`config.mk`:
```
export PLATFORM = sky130hd
export DESIGN_NAME = pv_top
export DESIGN_NICKNAME = d
export VERILOG_FILES = /design/src/rtl/pv_pkg.sv /design/src/rtl/pv_busy.sv /design/src/rtl/pv_retry.sv /design/src/rtl/pv_pwstore.sv /design/src/rtl/pv_top.sv
export SDC_FILE = /design/constraint.sdc
export NUM_CORES = 1
export LEC_CHECK = 0
export ABC_AREA = 0
export ABC_CLOCK_PERIOD_IN_PS = 4000
export BUFFER_PORTS_ARGS = -buffer_cell sky130_fd_sc_hd__buf_2
export CAP_MARGIN = 15
export CORE_MARGIN = 2
export CORE_UTILIZATION = 55
export DETAILED_ROUTE_END_ITERATION = 10
export PLACE_DENSITY = 0.75
export SLEW_MARGIN = 25
export SYNTH_ARGS = -nofsm -noshare
export SYNTH_HDL_FRONTEND = slang
export SYNTH_SLANG_ARGS = --single-unit
```
`constraint.sdc`:
```
create_clock -name clk -period 4 [get_ports clk]
set_clock_uncertainty 0.1 [all_clocks]
set_input_delay 0.4 -clock clk [delete_from_list [all_inputs] [get_ports clk]]
set_output_delay 0.4 -clock clk [all_outputs]
set_load 0.05 [all_outputs]
```
`src/rtl/pv_pkg.sv`:
```
package pv_pkg;
    localparam int BYTE_W = 8;
    localparam int NCLS   = 3;
    localparam logic [BYTE_W-1:0] PROBE_CODE = 8'hC0;

    typedef enum logic [2:0] {
        ST_IDLE,
        ST_ENTRY,
        ST_BUSY,
        ST_VERDICT,
        ST_OPEN,
        ST_NEW_A,
        ST_NEW_B,
        ST_DENY
    } pv_state_e;

    typedef enum logic [1:0] {
        CLS_READ  = 2'd0,
        CLS_WRITE = 2'd1,
        CLS_CFG   = 2'd2,
        CLS_RSVD  = 2'd3
    } pv_cls_e;
endpackage

```
`src/rtl/pv_busy.sv`:
```
module pv_busy #(
    parameter int CYC = 500
) (
    input  logic clk,
    input  logic rst_n,
    input  logic load_i,
    output logic busy_o
);
    localparam int CW = $clog2(CYC + 1);
    logic [CW-1:0] cnt_q;

    always_ff @(posedge clk or negedge rst_n) begin
        if (!rst_n)
            cnt_q <= '0;
        else if (load_i)
            cnt_q <= CW'(CYC);
        else if (cnt_q != '0)
            cnt_q <= cnt_q - 1'b1;
    end

    assign busy_o = (cnt_q != '0);
endmodule

```
`src/rtl/pv_retry.sv`:
```
module pv_retry #(
    parameter int CNT_W = 8
) (
    input  logic             clk,
    input  logic             rst_n,
    input  logic             load_i,
    input  logic [CNT_W-1:0] load_val_i,
    input  logic             step_i,
    input  logic             ok_i,
    input  logic             en_i,
    input  logic             clr_on_ok_i,
    output logic [CNT_W-1:0] cnt_o
);
    logic [CNT_W-1:0] cnt_q;

    always_ff @(posedge clk or negedge rst_n) begin
        if (!rst_n)
            cnt_q <= '0;
        else if (load_i)
            cnt_q <= load_val_i;
        else if (step_i && en_i) begin
            if (!ok_i)
                cnt_q <= cnt_q + 1'b1;
            else if (clr_on_ok_i)
                cnt_q <= '0;
        end
    end

    assign cnt_o = cnt_q;
endmodule

```
`src/rtl/pv_pwstore.sv`:
```
module pv_pwstore #(
    parameter int PW_W  = 64,
    parameter int IDX_W = 3
) (
    input  logic                       clk,
    input  logic                       rst_n,
    input  logic [1:0]                 sel_i,
    input  logic [IDX_W-1:0]           idx_i,
    input  logic [pv_pkg::BYTE_W-1:0]  byte_i,
    input  logic [pv_pkg::NCLS-1:0]    wr_en_i,
    input  logic [PW_W-1:0]            wr_val_i,
    output logic                       eq_o
);
    localparam int OFF_W = IDX_W + 3;
    logic [OFF_W-1:0] off;
    logic [pv_pkg::NCLS-1:0] hit;

    assign off = {idx_i, 3'b000};

    for (genvar k = 0; k < pv_pkg::NCLS; k++) begin : g_slot
        logic [PW_W-1:0] pw_q;
        always_ff @(posedge clk or negedge rst_n) begin
            if (!rst_n)
                pw_q <= '0;
            else if (wr_en_i[k])
                pw_q <= wr_val_i;
        end
        assign hit[k] = (sel_i == 2'(k)) && (pw_q[off +: pv_pkg::BYTE_W] == byte_i);
    end

    assign eq_o = |hit;
endmodule

```
`src/rtl/pv_top.sv`:
```
module pv_top
    import pv_pkg::*;
#(
    parameter int BUSY_CYC = 500,
    parameter int PW_BYTES = 8,
    parameter int CNT_W    = 8
) (
    input  logic              clk,
    input  logic              rst_n,
    input  logic              begin_i,
    input  logic [1:0]        cls_i,
    input  logic              newpw_i,
    input  logic              byte_vld_i,
    input  logic [7:0]        byte_i,
    input  logic              abort_i,
    input  logic              rc_en_i,
    input  logic              rc_clr_i,
    input  logic [CNT_W-1:0]  retry_lim_i,
    input  logic              cnt_wr_i,
    input  logic [CNT_W-1:0]  cnt_wdata_i,
    output logic              resp_vld_o,
    output logic              resp_ack_o,
    output logic              grant_o,
    output logic [2:0]        upd_en_o,
    output logic [CNT_W-1:0]  retry_cnt_o
);
    localparam int PW_W  = PW_BYTES * BYTE_W;
    localparam int IDX_W = $clog2(PW_BYTES);
    localparam logic [IDX_W-1:0] LAST = IDX_W'(PW_BYTES - 1);

    pv_state_e          state_q, state_n;
    logic [IDX_W-1:0]   idx_q, idx_n;
    logic               match_q, match_n;
    logic               diff_q, diff_n;
    logic               newpw_q, newpw_n;
    logic [1:0]         cls_q, cls_n;
    logic [PW_W-1:0]    cand_q, cand_n;
    logic [IDX_W+2:0]   off;

    logic               rsp_vld_n, rsp_ack_n;
    logic [NCLS-1:0]    upd_n;
    logic               step, busy_load, busy, byte_eq;

    assign off = {idx_q, 3'b000};

    pv_pwstore #(.PW_W(PW_W), .IDX_W(IDX_W)) u_store (
        .clk      (clk),
        .rst_n    (rst_n),
        .sel_i    (cls_q),
        .idx_i    (idx_q),
        .byte_i   (byte_i),
        .wr_en_i  (upd_n),
        .wr_val_i (cand_q),
        .eq_o     (byte_eq)
    );

    pv_retry #(.CNT_W(CNT_W)) u_retry (
        .clk         (clk),
        .rst_n       (rst_n),
        .load_i      (cnt_wr_i),
        .load_val_i  (cnt_wdata_i),
        .step_i      (step),
        .ok_i        (match_n),
        .en_i        (rc_en_i),
        .clr_on_ok_i (rc_clr_i),
        .cnt_o       (retry_cnt_o)
    );

    pv_busy #(.CYC(BUSY_CYC)) u_busy (
        .clk    (clk),
        .rst_n  (rst_n),
        .load_i (busy_load),
        .busy_o (busy)
    );

    always_comb begin
        state_n   = state_q;
        idx_n     = idx_q;
        match_n   = match_q;
        diff_n    = diff_q;
        newpw_n   = newpw_q;
        cls_n     = cls_q;
        cand_n    = cand_q;
        rsp_vld_n = 1'b0;
        rsp_ack_n = 1'b0;
        upd_n     = '0;
        step      = 1'b0;
        busy_load = 1'b0;

        if (abort_i) begin
            state_n = ST_IDLE;
        end else begin
            if (state_q != ST_IDLE)
                rsp_vld_n = byte_vld_i;
            unique case (state_q)
                ST_IDLE: begin
                    if (begin_i) begin
                        cls_n   = cls_i;
                        newpw_n = newpw_i;
                        idx_n   = '0;
                        match_n = 1'b1;
                        if (cls_i == CLS_RSVD || (rc_en_i && retry_cnt_o == retry_lim_i))
                            state_n = ST_DENY;
                        else
                            state_n = ST_ENTRY;
                    end
                end
                ST_ENTRY: begin
                    if (byte_vld_i) begin
                        rsp_ack_n = 1'b1;
                        match_n   = match_q & byte_eq;
                        if (idx_q == LAST) begin
                            step      = 1'b1;
                            busy_load = 1'b1;
                            state_n   = ST_BUSY;
                        end else begin
                            idx_n = idx_q + 1'b1;
                        end
                    end
                end
                ST_BUSY: begin
                    if (!busy)
                        state_n = ST_VERDICT;
                end
                ST_VERDICT: begin
                    if (byte_vld_i && byte_i == PROBE_CODE && match_q) begin
                        rsp_ack_n = 1'b1;
                        idx_n     = '0;
                        diff_n    = 1'b0;
                        state_n   = newpw_q ? ST_NEW_A : ST_OPEN;
                    end
                end
                ST_OPEN: begin
                    rsp_ack_n = byte_vld_i;
                end
                ST_NEW_A: begin
                    if (byte_vld_i) begin
                        rsp_ack_n            = 1'b1;
                        cand_n[off +: BYTE_W] = byte_i;
                        idx_n                = idx_q + 1'b1;
                        if (idx_q == LAST)
                            state_n = ST_NEW_B;
                    end
                end
                ST_NEW_B: begin
                    if (byte_vld_i) begin
                        diff_n = diff_q | (byte_i != cand_q[off +: BYTE_W]);
                        idx_n  = idx_q + 1'b1;
                        if (idx_q == LAST) begin
                            rsp_ack_n = !diff_n;
                            if (!diff_n)
                                upd_n[cls_q] = 1'b1;
                            state_n = ST_IDLE;
                        end else begin
                            rsp_ack_n = 1'b1;
                        end
                    end
                end
                ST_DENY: begin
                    rsp_ack_n = 1'b0;
                end
                default: state_n = ST_IDLE;
            endcase
        end
    end

    always_ff @(posedge clk or negedge rst_n) begin
        if (!rst_n) begin
            state_q <= ST_IDLE;
            idx_q   <= '0;
            match_q <= 1'b0;
            diff_q  <= 1'b0;
            newpw_q <= 1'b0;
            cls_q   <= 2'd0;
            cand_q  <= '0;
        end else begin
            state_q <= state_n;
            idx_q   <= idx_n;
            match_q <= match_n;
            diff_q  <= diff_n;
            newpw_q <= newpw_n;
            cls_q   <= cls_n;
            cand_q  <= cand_n;
        end
    end

    always_ff @(posedge clk or negedge rst_n) begin
        if (!rst_n) begin
            resp_vld_o <= 1'b0;
            resp_ack_o <= 1'b0;
            grant_o    <= 1'b0;
            upd_en_o   <= '0;
        end else begin
            resp_vld_o <= rsp_vld_n;
            resp_ack_o <= rsp_ack_n;
            grant_o    <= (state_n == ST_OPEN);
            upd_en_o   <= upd_n;
        end
    end
endmodule

```
* Yosys cells after proc, flatten, opt, wreduce, memory -nomap -nowiden
Index checks and enable logic that the tools add are counted.
** Cells by class
- Add/subtract/negate cells :: 4
- Order comparisons :: 2
- Equal/unequal tests :: 24
- Shifts and indexed selects :: 6
- Multiplexer cells :: 52
- Bitwise gates (word level) :: 3
- Reductions and logical operators :: 26
** Operator list (count)
- 64-bit by 7-bit indexed part select with 8-bit output :: 4
- 64-bit bitwise mux :: 1
- 8-bit by 8-bit variable shift with 64-bit output (first input constant) :: 1
- 8-bit by 8-bit indexed part select with 64-bit output :: 1
- 3-bit two-way mux :: 21
- 8-bit equality test :: 4
- 8-bit two-way mux :: 4
- 1-bit two-way mux :: 18
- 9-bit two-way mux :: 2
- 3-bit case mux with 6 select lines :: 1
- 3-bit equality test (second input constant) :: 5
- 3-bit case mux with 4 select lines :: 1
- 2-bit != test (second input constant) :: 5
- 9-bit nonzero test :: 1
- 9-bit by 1-bit subtractor with 9-bit output (second input constant) :: 1
- 8-bit by 1-bit adder with 8-bit output (second input constant) :: 1
- 8-bit equality test (second input constant) :: 1
- 1-bit logical AND :: 8
- 8-bit != test :: 1
- 6-bit negator with 8-bit output :: 1
- 7-bit AND reduction :: 1
- 3-bit by 2-bit equality test with 1-bit output (second input constant) :: 2
- 3-bit AND reduction :: 2
- 2-bit nonzero test :: 3
- 24 further kinds :: 27
** Storage, ports and cells
- Register bits after elaboration :: 290
- Input port bits :: 35
- Output and inout bits :: 14
- Logic and storage cells :: 133

* Logic depth before layout (Yosys ltp)
- Depth after elaboration :: 11
- Gate-level depth with buffers :: 12

* Modules after synthesis
Synthesis repeated with hierarchy kept, for this count alone.
** Unflattened totals
- Cells, all modules :: 1061
- Area total of the unflattened synthesis :: 14064.7 µm²
** By module, submodules not included
- pv_pwstore :: times used 1, cells each 587, area an instance 8883.5 µm², seq. area each 4804.6 µm²
- pv_top :: times used 1, cells each 362, area an instance 4161.5 µm², seq. area each 2026.9 µm²
- pv_retry :: times used 1, cells each 61, area an instance 521.8 µm², seq. area each 200.2 µm²
- pv_busy :: times used 1, cells each 51, area an instance 498.0 µm², seq. area each 225.2 µm²

* Least setup slack after synthesis
Ideal clock, no wire load.
- Kind :: reg2reg
- Start point :: register idx_q[1]
- End point :: register u_store.g_slot[1].pw_q[23]
- Setup time :: 128 ps
- Data arrival time :: 3095 ps
- Path slack :: 678 ps
- Cell stages (with the launch flop) :: 13
- Path buffers :: 4
- Cell sequence :: dfrtp_1 > buf_2 > buf_1 > mux4_2 > mux2i_1 > xor2_1 > nand3_1 > or4_4 > nor3_2 > nand2_1 > buf_4 > buf_6 > mux2_1
** Between the ends
- Word-level cells in the longest chain between the ends :: 8
** Ends and longest elaborated chain
- from (decl) :: line pv_top.sv:32 : logic [IDX_W-1:0] idx_q, idx_n;
- from (signal assigned) :: line pv_top.sv:178 : idx_q <= idx_n;
- 64-bit by 7-bit indexed part select with 8-bit output :: line pv_top.sv:147 : diff_n = diff_q | (byte_i != cand_q[off +: BYTE_W]);
- 8-bit != test :: line pv_top.sv:147
- 1-bit bitwise OR :: line pv_top.sv:147
- 3-bit two-way mux :: line pv_top.sv:151 : if (!diff_n)
- 3-bit two-way mux * :: line pv_top.sv:149 : if (idx_q == LAST) begin
- 3-bit two-way mux * :: line pv_top.sv:146 : if (byte_vld_i) begin
- 3-bit two-way mux * :: line pv_top.sv:95 : unique case (state_q)
- 3-bit two-way mux * :: line pv_top.sv:90 : if (abort_i) begin
- to (signal assigned) :: line pv_pwstore.sv:26 : pw_q <= wr_val_i;
- to (decl) :: line pv_pwstore.sv:21 : logic [PW_W-1:0] pw_q;
Every way passes the cells marked *; elsewhere a longest branch is shown, timed or not.
A chain may end at the register's enable or synchronous reset.

* Worst setup path in the final report
- Start point :: register idx_q[0]
- End point :: register u_store.g_slot[1].pw_q[62]
The elaborated chain is that of the path after synthesis.

==> impl_metrics.json <==
{
  "dieArea_um2": 27500,
  "max-slew-margin-rel_pct": 41.1,
  "grt_pass1_vias": 9683,
  "switching_power_uw": 2330,
  "seq_area_frac_synth_pct": 50.4,
  "layout-drive-gt1-share_pct": 29.1,
  "gr-usage-all-layers_pct": 25.0,
  "portBuffers": 48,
  "synth_nets": 1148,
  "max-vdd-ir-drop_v": 0.000339,
  "path_clk_slew_ns": 0.06,
  "ant_nets": 0,
  "pwr_density_cell_nw_per_um2": 483,
  "sw_frac_of_total_pct": 29.8,
  "power_frac_seq_pct": 41.4,
  "synth_cell_type_count": 55,
  "worstHoldStart": "cls_i[0]",
  "final_cell_mix": "288 x dfrtp_1, 118 x nand2_1, 93 x mux2_4, 73 x o21ai_0, 65 x mux2i_1",
  "fp.dieW_um": 166,
  "wire_per_inst_um": 22.5,
  "overflow": 0,
  "cap_violations": 0,
  "yosys_warnings": 0,
  "syn_to_final_growth_pct": 12.4,
  "detailed_place_hpwl_mm": 22.9,
  "grt_max_degree": 121,
  "async_flop_share_pct": 100,
  "cts_setup_buffers": 0,
  "reg2reg_depth": 10,
  "finalPower_uw": 7810,
  "antenna_found_initial": 0,
  "fmaxAchievable_mhz": 259,
  "slew_violations": 0,
  "cp_max_fo": 25,
  "outcome": "finished clean",
  "drt_iter0_drc": 937,
  "vias": 9361,
  "synth-main-ff-cell": "dfrtp_1",
  "worstHoldPathType": "in2reg",
  "syn-instance-count": 1104,
  "viasPerCell": 6.16,
  "min_period_ns": 3.86,
  "holdWs_ns": 0.0113,
  "hold_violations": 0,
  "row_count": 59,
  "drc": 0,
  "cp-start-kind": "flop",
  "endpoint_kind": "flop",
  "clkPwrFrac_pct": 37.0,
  "cp.required_ns": 4.33,
  "clock-sinks": 290,
  "cts_tree": "done",
  "initial_core_util_pct": 55.7,
  "n_antenna_cell": 0,
  "dr.pass1.iters": 5,
  "io_pins": 49,
  "routabilityCongestion": 0.883,
  "setup_viol": 0,
  "p_int_uw": 5480,
  "whs_path_depth": 3,
  "grt_pass1_wl_mm": 54.7,
  "r2r_start": "idx_q[0]",
  "cp-startpoint": "idx_q[0]",
  "nNetsFinal": 1207,
  "synth_edf_count": 0,
  "clk_latency_ns": 0.55,
  "layout_commonest_cell": "dfrtp_1",
  "synth_area_um2": 14400,
  "syn_avg_cell_area_um2": 13.0,
  "ys_ff_latch": 290,
  "cts_root_buf": "clkbuf_16",
  "cts_buffers": 30,
  "core_um2": 25800,
  "p_comb_share_pct": 21.6,
  "final_util_pct": 62.6,
  "post-route-period-util_pct": 96.5,
  "htreeDepth": 1,
  "worstMarginPinSlew_ns": 0.875,
  "dieHeight_um": 166,
  "cp.arrival_ns": 4.19,
  "clockBufferDepth": 3,
  "critPathKind": "reg2reg",
  "cellLeakagePower_uw": 0.00788,
  "rsz0062_at_grt": "true",
  "finalWirelength_mm": 34.2
}
## path summary, 6_finish.rpt
path	to	slack [ns]
min in group asynchronous	u_store.g_slot[2].pw_q[31]	0.20
max reg2reg	u_store.g_slot[1].pw_q[62]	0.14
max in group asynchronous	u_store.g_slot[2].pw_q[41]	2.46
max	u_store.g_slot[1].pw_q[62]	0.14
min reg2reg	u_busy.cnt_q[8]	0.38
min	cls_q[0]	0.01
## final cells by class
type | instances | area (um2)
clock buffers | 42 | 857
clock inverters | 12 | 166
fillers | 1962 | 9680
inverters | 19 | 71.3
multi-input cells | 728 | 6690
flip-flops and latches | 290 | 7260
well taps | 335 | 419
repair buffers | 94 | 701
## stage by stage
step                 TNS, ns  cell area (um2)  std cells  worst slack (ns)
floorplan                  0            14400       1104             0.678
global placement           0            15100       1461             0.155
detailed placement         0            15100       1461             0.111
CTS                        0            16100       1519            0.0390
global route        -0.00586            16200       1520          -0.00586
finish                     0            16200       1520             0.139
## flip-flops by register name (all words and copies together) (netlist names), 2 cells and up
signal               count
upd_en_o                 3
u_retry.cnt_o            8
state_q                  3
cand_q                  64
cls_q                    2
u_store.g_slot.pw_q    192
u_busy.cnt_q             9
idx_q                    3
## power groups by stage
stage / clock network (uW) / logic, uW / registers (uW)
2_1_floorplan: 0 / 1130 / 3220
3_3_place_gp: 0 / 1630 / 3280
3_5_place_dp: 0 / 1650 / 3280
4_1_cts: 2930 / 1670 / 3230
5_1_grt: 3050 / 1810 / 3250
6_report: 2890 / 1690 / 3230
## what timing repair did
action / in CTS / in global routing
endpoints found under the setup margin: 0 / 78
hold buffers: 4 / 0
endpoints found under the hold margin: 120 / 0
resized for setup: 0 / 1
## cell usage after synthesis (7+ instances only)
| cell | instances | area (um2) |
|---|---|---|
| a21oi_1 | 13 | 65.1 |
| a22oi_1 | 24 | 180 |
| and3_1 | 13 | 81.3 |
| buf_2 | 16 | 80.1 |
| buf_6 | 15 | 169 |
| clkbuf_1 | 30 | 113 |
| dfrtp_1 | 290 | 7260 |
| ha_1 | 9 | 113 |
| inv_1 | 17 | 63.8 |
| mux2_1 | 54 | 608 |
| mux2_2 | 60 | 676 |
| mux2_4 | 93 | 1400 |
| mux2i_1 | 65 | 651 |
| mux4_2 | 42 | 946 |
| nand2_1 | 121 | 454 |
| nand3_1 | 12 | 60.1 |
| nor2_1 | 23 | 86.3 |
| nor3_1 | 7 | 35.0 |
| nor4_1 | 8 | 50.1 |
| o21ai_0 | 73 | 365 |
| xnor2_1 | 9 | 78.8 |
| xor2_1 | 24 | 210 |
## cell families after synthesis
family	Yosys count	synth area share, %
AO/OA/AOI/OAI	147	6.33
flip-flops	290	50.4
multiplexers	314	29.7
AND/OR/NAND/NOR	225	7.40
adder cells (fa/ha/maj)	9	0.783
buffers and inverters	86	3.30
XOR/XNOR	33	2.01
## worst max-delay path: stages (launching register included)
cell	delay [ns]
dfrtp_2	0.44
buf_12	0.19
mux4_2	0.51
mux2i_1	0.18
xor2_1	0.29
nand4_1	0.19
or4_4	0.60
nor3_4	0.34
nand2_4	0.28
buf_12	0.27
mux2_1	0.33
## layer usage
layer	track usage, %	vias up	wire length (um)
met5	0	-	0
met4	6.12	0	801
met3	4.35	60	2260
met2	39.6	349	15900
met1	36.4	4799	15300
li1	-	4153	-
No activity file was read; power rests on OpenSTA's default activity.
